### config.mk
export PLATFORM = sky130hd
export DESIGN_NAME = tcp_lite_responder
export DESIGN_NICKNAME = d
export VERILOG_FILES = /design/src/rtl/tcpr_pkg.sv /design/src/rtl/tcpr_rx_check.sv /design/src/rtl/tcpr_ctrl.sv /design/src/rtl/tcpr_tx_build.sv /design/src/rtl/tcp_lite_responder.sv
export SDC_FILE = /design/constraint.sdc
export NUM_CORES = 1
export LEC_CHECK = 0
export CORE_MARGIN = 3
export CORE_UTILIZATION = 60
export DETAILED_ROUTE_END_ITERATION = 7
export DONT_BUFFER_PORTS = 1
export HOLD_SLACK_MARGIN = 0.05
export PLACE_DENSITY = 0.76
export SKIP_CTS_REPAIR_TIMING = 1
export SLEW_MARGIN = 15
export SYNTH_ARGS = -nofsm -noshare
export SYNTH_HDL_FRONTEND = slang
export SYNTH_SLANG_ARGS = --single-unit
### constraint.sdc
create_clock -name clk -period 25.6 [get_ports clk]
set_input_delay 2.56 -clock clk [delete_from_list [all_inputs] [get_ports clk]]
set_output_delay 2.56 -clock clk [all_outputs]
set_load 0.02 [all_outputs]
### src/rtl/tcpr_pkg.sv
package tcpr_pkg;

  typedef enum logic [3:0] {
    ST_LISTEN,
    ST_SYN_TX,
    ST_SYN_WAIT,
    ST_ESTAB,
    ST_ACK_TX,
    ST_DATA_TX,
    ST_FIN_TX,
    ST_LAST_ACK,
    ST_FINACK_TX
  } tcpr_state_e;

  localparam int FL_FIN = 0;
  localparam int FL_SYN = 1;
  localparam int FL_RST = 2;
  localparam int FL_PSH = 3;
  localparam int FL_ACK = 4;

  localparam logic [1:0] SEL_NONE = 2'd0;
  localparam logic [1:0] SEL_RESP = 2'd1;

  // ones-complement 16-bit add with end-around carry
  function automatic logic [15:0] oc_add(input logic [15:0] a, input logic [15:0] b);
    logic [16:0] s;
    s = {1'b0, a} + {1'b0, b};
    return s[15:0] + {15'd0, s[16]};
  endfunction

  // folded sum of the twenty-byte header (urgent pointer is zero)
  function automatic logic [15:0] hdr_sum(
    input logic [15:0] sport, input logic [15:0] dport,
    input logic [31:0] seq,   input logic [31:0] ack,
    input logic [5:0]  flags, input logic [15:0] win,
    input logic [15:0] csum);
    logic [15:0] acc;
    acc = oc_add(sport, dport);
    acc = oc_add(acc, seq[31:16]);
    acc = oc_add(acc, seq[15:0]);
    acc = oc_add(acc, ack[31:16]);
    acc = oc_add(acc, ack[15:0]);
    acc = oc_add(acc, {4'd5, 6'd0, flags});
    acc = oc_add(acc, win);
    acc = oc_add(acc, csum);
    return acc;
  endfunction

endpackage

### src/rtl/tcpr_rx_check.sv
module tcpr_rx_check
  import tcpr_pkg::*;
(
  input  logic [15:0] sport,
  input  logic [15:0] dport,
  input  logic [31:0] seq,
  input  logic [31:0] ack,
  input  logic [5:0]  flags,
  input  logic [15:0] win,
  input  logic [15:0] csum,
  input  logic [15:0] psum,
  output logic        csum_ok
);
  logic [15:0] total;

  always_comb begin
    total   = oc_add(hdr_sum(sport, dport, seq, ack, flags, win, csum), psum);
    csum_ok = (total == 16'hFFFF);
  end
endmodule

### src/rtl/tcpr_ctrl.sv
module tcpr_ctrl
  import tcpr_pkg::*;
#(
  parameter logic [15:0] LOCAL_PORT = 16'd80,
  parameter logic [31:0] ISS        = 32'h0A00_0000,
  parameter int          LEN_W      = 16
) (
  input  logic             clk,
  input  logic             rst_n,
  input  logic             rx_valid,
  output logic             rx_ready,
  input  logic [15:0]      rx_sport,
  input  logic [15:0]      rx_dport,
  input  logic [31:0]      rx_seq,
  input  logic [31:0]      rx_ack,
  input  logic [5:0]       rx_flags,
  input  logic [LEN_W-1:0] rx_len,
  input  logic             rx_ok,
  input  logic             tx_fire,
  input  logic [LEN_W-1:0] rsp_len,
  output tcpr_state_e      st,
  output logic [31:0]      snd_nxt,
  output logic [31:0]      rcv_nxt,
  output logic [15:0]      cport,
  output logic             app_req_valid,
  input  logic             app_req_ready,
  output logic [LEN_W-1:0] app_req_len
);
  localparam int PAD_W = 32 - LEN_W;

  logic rx_fire, port_ok, conn_ok, f_syn, f_ack, f_fin, ack_hit, req_set;
  logic fin_acked, peer_fin;

  always_comb begin
    rx_ready = (st == ST_LISTEN) || (st == ST_SYN_WAIT) ||
               (st == ST_ESTAB)  || (st == ST_LAST_ACK);
    rx_fire  = rx_valid && rx_ready && rx_ok;
    f_syn    = rx_flags[FL_SYN];
    f_ack    = rx_flags[FL_ACK];
    f_fin    = rx_flags[FL_FIN];
    port_ok  = (rx_dport == LOCAL_PORT);
    conn_ok  = port_ok && (rx_sport == cport) && (rx_seq == rcv_nxt);
    ack_hit  = f_ack && (rx_ack == snd_nxt);
    req_set  = (st == ST_ESTAB) && rx_fire && conn_ok && f_ack &&
               !f_syn && !f_fin && (rx_len != '0);
  end

  always_ff @(posedge clk or negedge rst_n) begin
    if (!rst_n) begin
      st        <= ST_LISTEN;
      snd_nxt   <= ISS;
      rcv_nxt   <= '0;
      cport     <= '0;
      fin_acked <= 1'b0;
      peer_fin  <= 1'b0;
    end else begin
      unique case (st)
        ST_LISTEN:
          if (rx_fire && port_ok && f_syn && !f_ack) begin
            cport     <= rx_sport;
            rcv_nxt   <= rx_seq + 32'd1;
            snd_nxt   <= ISS;
            fin_acked <= 1'b0;
            peer_fin  <= 1'b0;
            st        <= ST_SYN_TX;
          end
        ST_SYN_TX:
          if (tx_fire) begin
            snd_nxt <= snd_nxt + 32'd1;
            st      <= ST_SYN_WAIT;
          end
        ST_SYN_WAIT:
          if (rx_fire && conn_ok && ack_hit && !f_syn && !f_fin)
            st <= ST_ESTAB;
        ST_ESTAB:
          if (req_set) begin
            rcv_nxt <= rcv_nxt + {{PAD_W{1'b0}}, rx_len};
            st      <= ST_ACK_TX;
          end
        ST_ACK_TX:
          if (tx_fire) st <= ST_DATA_TX;
        ST_DATA_TX:
          if (tx_fire) begin
            snd_nxt <= snd_nxt + {{PAD_W{1'b0}}, rsp_len};
            st      <= ST_FIN_TX;
          end
        ST_FIN_TX:
          if (tx_fire) begin
            snd_nxt <= snd_nxt + 32'd1;
            st      <= ST_LAST_ACK;
          end
        ST_LAST_ACK:
          if (rx_fire && conn_ok && !f_syn) begin
            if (f_fin && !peer_fin) begin
              rcv_nxt   <= rcv_nxt + {{PAD_W{1'b0}}, rx_len} + 32'd1;
              fin_acked <= fin_acked || ack_hit;
              st        <= ST_FINACK_TX;
            end else if (ack_hit) begin
              if (peer_fin) st <= ST_LISTEN;
              else          fin_acked <= 1'b1;
            end
          end
        ST_FINACK_TX:
          if (tx_fire) begin
            peer_fin <= 1'b1;
            st       <= fin_acked ? ST_LISTEN : ST_LAST_ACK;
          end
        default: st <= ST_LISTEN;
      endcase
    end
  end

  always_ff @(posedge clk or negedge rst_n) begin
    if (!rst_n) begin
      app_req_valid <= 1'b0;
      app_req_len   <= '0;
    end else if (req_set) begin
      app_req_valid <= 1'b1;
      app_req_len   <= rx_len;
    end else if (app_req_ready) begin
      app_req_valid <= 1'b0;
    end
  end

  // a pending request holds its length until taken
  assert_app_hold_R6: assert property (@(posedge clk) disable iff (!rst_n)
    app_req_valid && !app_req_ready |=> app_req_valid && $stable(app_req_len));

endmodule

### src/rtl/tcpr_tx_build.sv
module tcpr_tx_build
  import tcpr_pkg::*;
#(
  parameter logic [15:0] LOCAL_PORT = 16'd80,
  parameter logic [31:0] ISS        = 32'h0A00_0000,
  parameter logic [15:0] WINDOW     = 16'd4096,
  parameter int          LEN_W      = 16
) (
  input  logic             clk,
  input  logic             rst_n,
  input  tcpr_state_e      st,
  input  logic [31:0]      snd_nxt,
  input  logic [31:0]      rcv_nxt,
  input  logic [15:0]      cport,
  input  logic             rsp_valid,
  input  logic [LEN_W-1:0] rsp_len,
  input  logic [15:0]      rsp_psum,
  output logic             tx_valid,
  output logic [15:0]      tx_sport,
  output logic [15:0]      tx_dport,
  output logic [31:0]      tx_seq,
  output logic [31:0]      tx_ack,
  output logic [5:0]       tx_flags,
  output logic [15:0]      tx_win,
  output logic [LEN_W-1:0] tx_len,
  output logic [1:0]       tx_sel,
  output logic [15:0]      tx_csum
);
  logic [15:0] pay_sum;

  always_comb begin
    tx_valid = 1'b0;
    tx_flags = '0;
    tx_len   = '0;
    tx_sel   = SEL_NONE;
    pay_sum  = 16'h0000;
    tx_sport = LOCAL_PORT;
    tx_dport = cport;
    tx_seq   = snd_nxt;
    tx_ack   = rcv_nxt;
    tx_win   = WINDOW;
    unique case (st)
      ST_SYN_TX: begin
        tx_valid         = 1'b1;
        tx_flags[FL_SYN] = 1'b1;
        tx_flags[FL_ACK] = 1'b1;
      end
      ST_ACK_TX, ST_FINACK_TX: begin
        tx_valid         = 1'b1;
        tx_flags[FL_ACK] = 1'b1;
      end
      ST_DATA_TX: begin
        tx_valid         = rsp_valid;
        tx_flags[FL_ACK] = 1'b1;
        tx_flags[FL_PSH] = 1'b1;
        tx_len           = rsp_len;
        tx_sel           = SEL_RESP;
        pay_sum          = rsp_psum;
      end
      ST_FIN_TX: begin
        tx_valid         = 1'b1;
        tx_flags[FL_FIN] = 1'b1;
        tx_flags[FL_ACK] = 1'b1;
      end
      default: tx_valid = 1'b0;
    endcase
    tx_csum = ~oc_add(hdr_sum(tx_sport, tx_dport, tx_seq, tx_ack, tx_flags,
                              tx_win, 16'h0000), pay_sum);
  end

  // any SYN the block emits opens at the initial sequence number
  assert_synack_seq_R2: assert property (@(posedge clk) disable iff (!rst_n)
    tx_valid && tx_flags[FL_SYN] |-> tx_seq == ISS);

endmodule

### src/rtl/tcp_lite_responder.sv
module tcp_lite_responder
  import tcpr_pkg::*;
#(
  parameter logic [15:0] LOCAL_PORT = 16'd80,
  parameter logic [31:0] ISS        = 32'h0A00_0000,
  parameter logic [15:0] WINDOW     = 16'd4096,
  parameter int          LEN_W      = 16
) (
  input  logic             clk,
  input  logic             rst_n,
  input  logic             rx_valid,
  output logic             rx_ready,
  input  logic [15:0]      rx_sport,
  input  logic [15:0]      rx_dport,
  input  logic [31:0]      rx_seq,
  input  logic [31:0]      rx_ack,
  input  logic [5:0]       rx_flags,
  input  logic [15:0]      rx_win,
  input  logic [15:0]      rx_csum,
  input  logic [LEN_W-1:0] rx_len,
  input  logic [15:0]      rx_psum,
  output logic             app_req_valid,
  input  logic             app_req_ready,
  output logic [LEN_W-1:0] app_req_len,
  input  logic             rsp_valid,
  output logic             rsp_ready,
  input  logic [LEN_W-1:0] rsp_len,
  input  logic [15:0]      rsp_psum,
  output logic             tx_valid,
  input  logic             tx_ready,
  output logic [15:0]      tx_sport,
  output logic [15:0]      tx_dport,
  output logic [31:0]      tx_seq,
  output logic [31:0]      tx_ack,
  output logic [5:0]       tx_flags,
  output logic [15:0]      tx_win,
  output logic [LEN_W-1:0] tx_len,
  output logic [1:0]       tx_sel,
  output logic [15:0]      tx_csum
);
  tcpr_state_e st;
  logic [31:0] snd_nxt, rcv_nxt;
  logic [15:0] cport;
  logic        rx_ok, tx_fire;

  assign tx_fire   = tx_valid && tx_ready;
  assign rsp_ready = tx_fire && (st == ST_DATA_TX);

  tcpr_rx_check u_rx_check (
    .sport(rx_sport), .dport(rx_dport), .seq(rx_seq), .ack(rx_ack),
    .flags(rx_flags), .win(rx_win), .csum(rx_csum), .psum(rx_psum),
    .csum_ok(rx_ok)
  );

  tcpr_ctrl #(.LOCAL_PORT(LOCAL_PORT), .ISS(ISS), .LEN_W(LEN_W)) u_ctrl (
    .clk(clk), .rst_n(rst_n),
    .rx_valid(rx_valid), .rx_ready(rx_ready),
    .rx_sport(rx_sport), .rx_dport(rx_dport), .rx_seq(rx_seq), .rx_ack(rx_ack),
    .rx_flags(rx_flags), .rx_len(rx_len), .rx_ok(rx_ok),
    .tx_fire(tx_fire), .rsp_len(rsp_len),
    .st(st), .snd_nxt(snd_nxt), .rcv_nxt(rcv_nxt), .cport(cport),
    .app_req_valid(app_req_valid), .app_req_ready(app_req_ready),
    .app_req_len(app_req_len)
  );

  tcpr_tx_build #(.LOCAL_PORT(LOCAL_PORT), .ISS(ISS), .WINDOW(WINDOW),
                  .LEN_W(LEN_W)) u_tx_build (
    .clk(clk), .rst_n(rst_n),
    .st(st), .snd_nxt(snd_nxt), .rcv_nxt(rcv_nxt), .cport(cport),
    .rsp_valid(rsp_valid), .rsp_len(rsp_len), .rsp_psum(rsp_psum),
    .tx_valid(tx_valid), .tx_sport(tx_sport), .tx_dport(tx_dport),
    .tx_seq(tx_seq), .tx_ack(tx_ack), .tx_flags(tx_flags), .tx_win(tx_win),
    .tx_len(tx_len), .tx_sel(tx_sel), .tx_csum(tx_csum)
  );

  // a stalled outbound segment does not change
  assert_tx_hold_R11: assert property (@(posedge clk) disable iff (!rst_n)
    tx_valid && !tx_ready |=> tx_valid &&
      $stable({tx_seq, tx_ack, tx_flags, tx_len, tx_sel, tx_csum, tx_dport}));

  // no inbound segment is taken while one is waiting to go out
  assert_rx_block_R11: assert property (@(posedge clk) disable iff (!rst_n)
    tx_valid |-> !rx_ready);

  // the response is consumed only with the data segment's transfer
  assert_rsp_sync_R7: assert property (@(posedge clk) disable iff (!rst_n)
    rsp_ready |-> tx_valid && tx_ready && tx_sel == SEL_RESP && tx_len == rsp_len);

endmodule

==> summary.md <==
| Metric | Value |
|---|---|
| Synth top area share | between 10% and 20% |
| Worst EP required | between 20000 and 30000 ps |
| Design area | between 20000 and 30000 um^2 |
| Crit Path Class | in -> reg |
| DRC violations left | 0 |
| First-pass GRT wire length | 126000 um |
| Kind of end point of the critical path | flop |
| Routability Congestion | around 1.1 |
| Grt total ovfl | 0 |
| Hold Path Class | reg -> reg |
| Crit-path max FO | 19 |
| Top post-synthesis cells by count | xnor2_1, ha_1, nor2_1, xor2_1, nand2_1 |
| Die width | roughly 200 um |
| Distinct cells, synth | 98 |
| Die Area | between 40000 and 50000 um^2 |
| Slew headroom | 19.8% |
| Post-synthesis sequential area ratio | approximately 11% |
| Worst-Margin Slew | between 1000 and 1500 ps |
| TritonCTS clock tree | done |
| Critical-path top delay cell | or4_1 |
| Slew Viols, Final | 0 |
| Synth area leaders | ha_1, xnor2_1, dfrtp_1, xor2_1, a21oi_1 |
| Post-synth EDFFs | 0 |
| Final Hold Viols | 0 |
| Detailed Place HPWL | 69000 um |
| Clk slew on worst S/H paths | 70 ps |
| Mean post-synth cell area | about 7.7 um^2 |
| Period utilization | 108% |
| Cells after Synth | about 3000 |
| Routed Antenna Nets | 0 |
| Fmax | roughly 0.036 GHz |
| Setup TNS | -185280 ps |
| Initial Util | roughly three fifths |
| Largest net degree at the start of global routing | between 100 and 150 |
| Post-DP Area | 27100 um^2 |
| Setup slack after layout | -1940 ps |
| CP most frequent cell | a21oi_2 |
| CP peak stage delay | between 500 and 600 ps |
| Status | finished, violations left |
| # setup viols final | just over 100 |
| Clock buffer count from CTS | 9 |
| Startpoint Class | input pin |
| Die Y | between 200 and 250 um |
| Root buf cell | clkbuf_16 |
| Top cell type by total area after synthesis | ha_1 |
| Final net count | roughly 4000 |
| Async SR Flop Fraction | 100% |
| Core Box Area | roughly 37000 um^2 |
| Initial antenna violation count | 3 |
| Crit path DAT | between 20000 and 30000 ps |
| Primary FF master, synth | dfrtp_1 |
| Max Cap Viol | 0 |
| Yosys reg bits | roughly 100 |
| Drt pass-1 iters | 5 |
| Routed len/inst | around 22 um |
| Via-to-Cell Ratio | ~6.2 |
| DRT iter0 DRCs | between 1500 and 2000 |
| Cells after DPL | about 3900 |
| Synthesized area | between 20000 and 25000 um^2 |
| Worst-Skew Late Latency | a little under 400 ps |
| RSZ-0062 raised after global routing | yes |
| Vias after detailed routing | about 25000 |
| Final Core Density | 77.4% |
| Num rows | 70 |
| Fin crit period | about 28000 ps |
| Violated checks | negative setup slack |
| PortBufs | 0 |
| Vias in the first global route | 23700 |
| Finished Layout Cells | 3945 |
| Tot GR Track Use | around 40% |
| Area grow syn2layout | 25.6% |
| Yosys warns | 0 |
| Share of layout cells above drive strength 1 | roughly a quarter |
| Final wirelength | about 86000 um |
| Max Clock Skew | 26.8 ps |
| IO Count | around 380 |
| Most frequent cell after synthesis | xnor2_1 |
| Clk sinks | around 100 |
| H-tree depth | 3 |
| Clock Path Buffers | 2 |
placed cells by master (no fill, tap or decap), types with 31 or more instances in the layout:
master | netlist | final
a21o_1 | 72 | 72
a21oi_1 | 201 | 160
a21oi_2 | 0 | 40
and2_1 | 35 | 33
and3_1 | 85 | 83
buf_4 | 37 | 503
conb_1 | 2 | 35
dfrtp_1 | 101 | 101
ha_1 | 296 | 263
inv_1 | 159 | 156
mux2_4 | 0 | 31
nand2_1 | 217 | 213
nand3_1 | 116 | 111
nand4_1 | 44 | 44
nor2_1 | 230 | 219
nor3_1 | 69 | 61
o21ai_0 | 138 | 76
o21ai_1 | 5 | 52
o21bai_1 | 49 | 49
xnor2_1 | 336 | 333
xor2_1 | 222 | 219
worst paths after layout:
check / endpoint / start / slack (ps) / cells after the start
worst max-delay path: u_ctrl.snd_nxt[29]$_DFFE_PN0P_ / rx_sport[0] / -1940 / 154
worst min-delay path: u_ctrl.fin_acked$_DFFE_PN0P_ / u_ctrl.fin_acked$_DFFE_PN0P_ / 610 / 2
worst max register to register: u_ctrl.snd_nxt[30]$_DFFE_PN0P_ / u_ctrl.st[2]$_DFFE_PN0P_ / 19540 / 17
worst min register to register: u_ctrl.fin_acked$_DFFE_PN0P_ / u_ctrl.fin_acked$_DFFE_PN0P_ / 610 / 2
max in group asynchronous: u_ctrl.snd_nxt[27]$_DFFE_PN1P_ / rst_n / 23470 / 0
min in group asynchronous: u_ctrl.app_req_len[8]$_DFFE_PN0P_ / rst_n / 1850 / 0
final cells by class:
cell class	count	area, um^2
antenna	2	5.00
clock buffer	9	225
clock inverter	7	81.3
fill	2769	8380
inverter	160	601
multi-input combinational	2635	20400
sequential	103	2580
tap	504	631
timing repair buffer	525	4160
kinds of logic after synthesis:
| group | after synthesis | share of synthesized area (%) |
|---|---|---|
| and+or+nand+nor | 998 | 22.3 |
| AOI/OAI and AO/OA | 672 | 19.0 |
| xor gates and xnor gates | 570 | 22.5 |
| adders and majority gates | 314 | 17.8 |
| buffers and inverters | 260 | 4.94 |
| DFF | 103 | 11.3 |
| muxes | 46 | 2.22 |
| other | 2 | 0.0329 |
flip-flops by register name (all words and copies together) (netlist names):
name                  cells
u_ctrl.rcv_nxt           32
u_ctrl.snd_nxt           32
u_ctrl.app_req_len       16
u_ctrl.cport             16
u_ctrl.st                 4
u_ctrl.app_req_valid      1
u_ctrl.fin_acked          1
u_ctrl.peer_fin           1
layer usage:
layer  part of all wire [%]  track usage (%)  vias to the layer above
li1                       -                -                    11500
met1                     36             43.4                    11500
met2                     46             66.3                     1212
met3                     11             11.0                      353
met4                    7.4             22.3                        4
met5                  0.029                0                        -
critical path: cells and delay by family:
kind	cells	cell delay (ps)
compound gates	83	13040
xor+xnor	6	830
fa+ha+maj	27	6240
buf+inv	5	630
mux	1	280
simple gates	32	4240
through the flow:
stage	hold WS, ps	setup WS (ps)
after floorplan	513	-1400
after global placement	548	-1990
after detailed placement	556	-2700
after CTS	606	-2420
after global routing	620	-3320
final	606	-1940
Power is not shown: default switching activity piles up to over one toggle a cycle in this logic, so the estimate is an artifact.
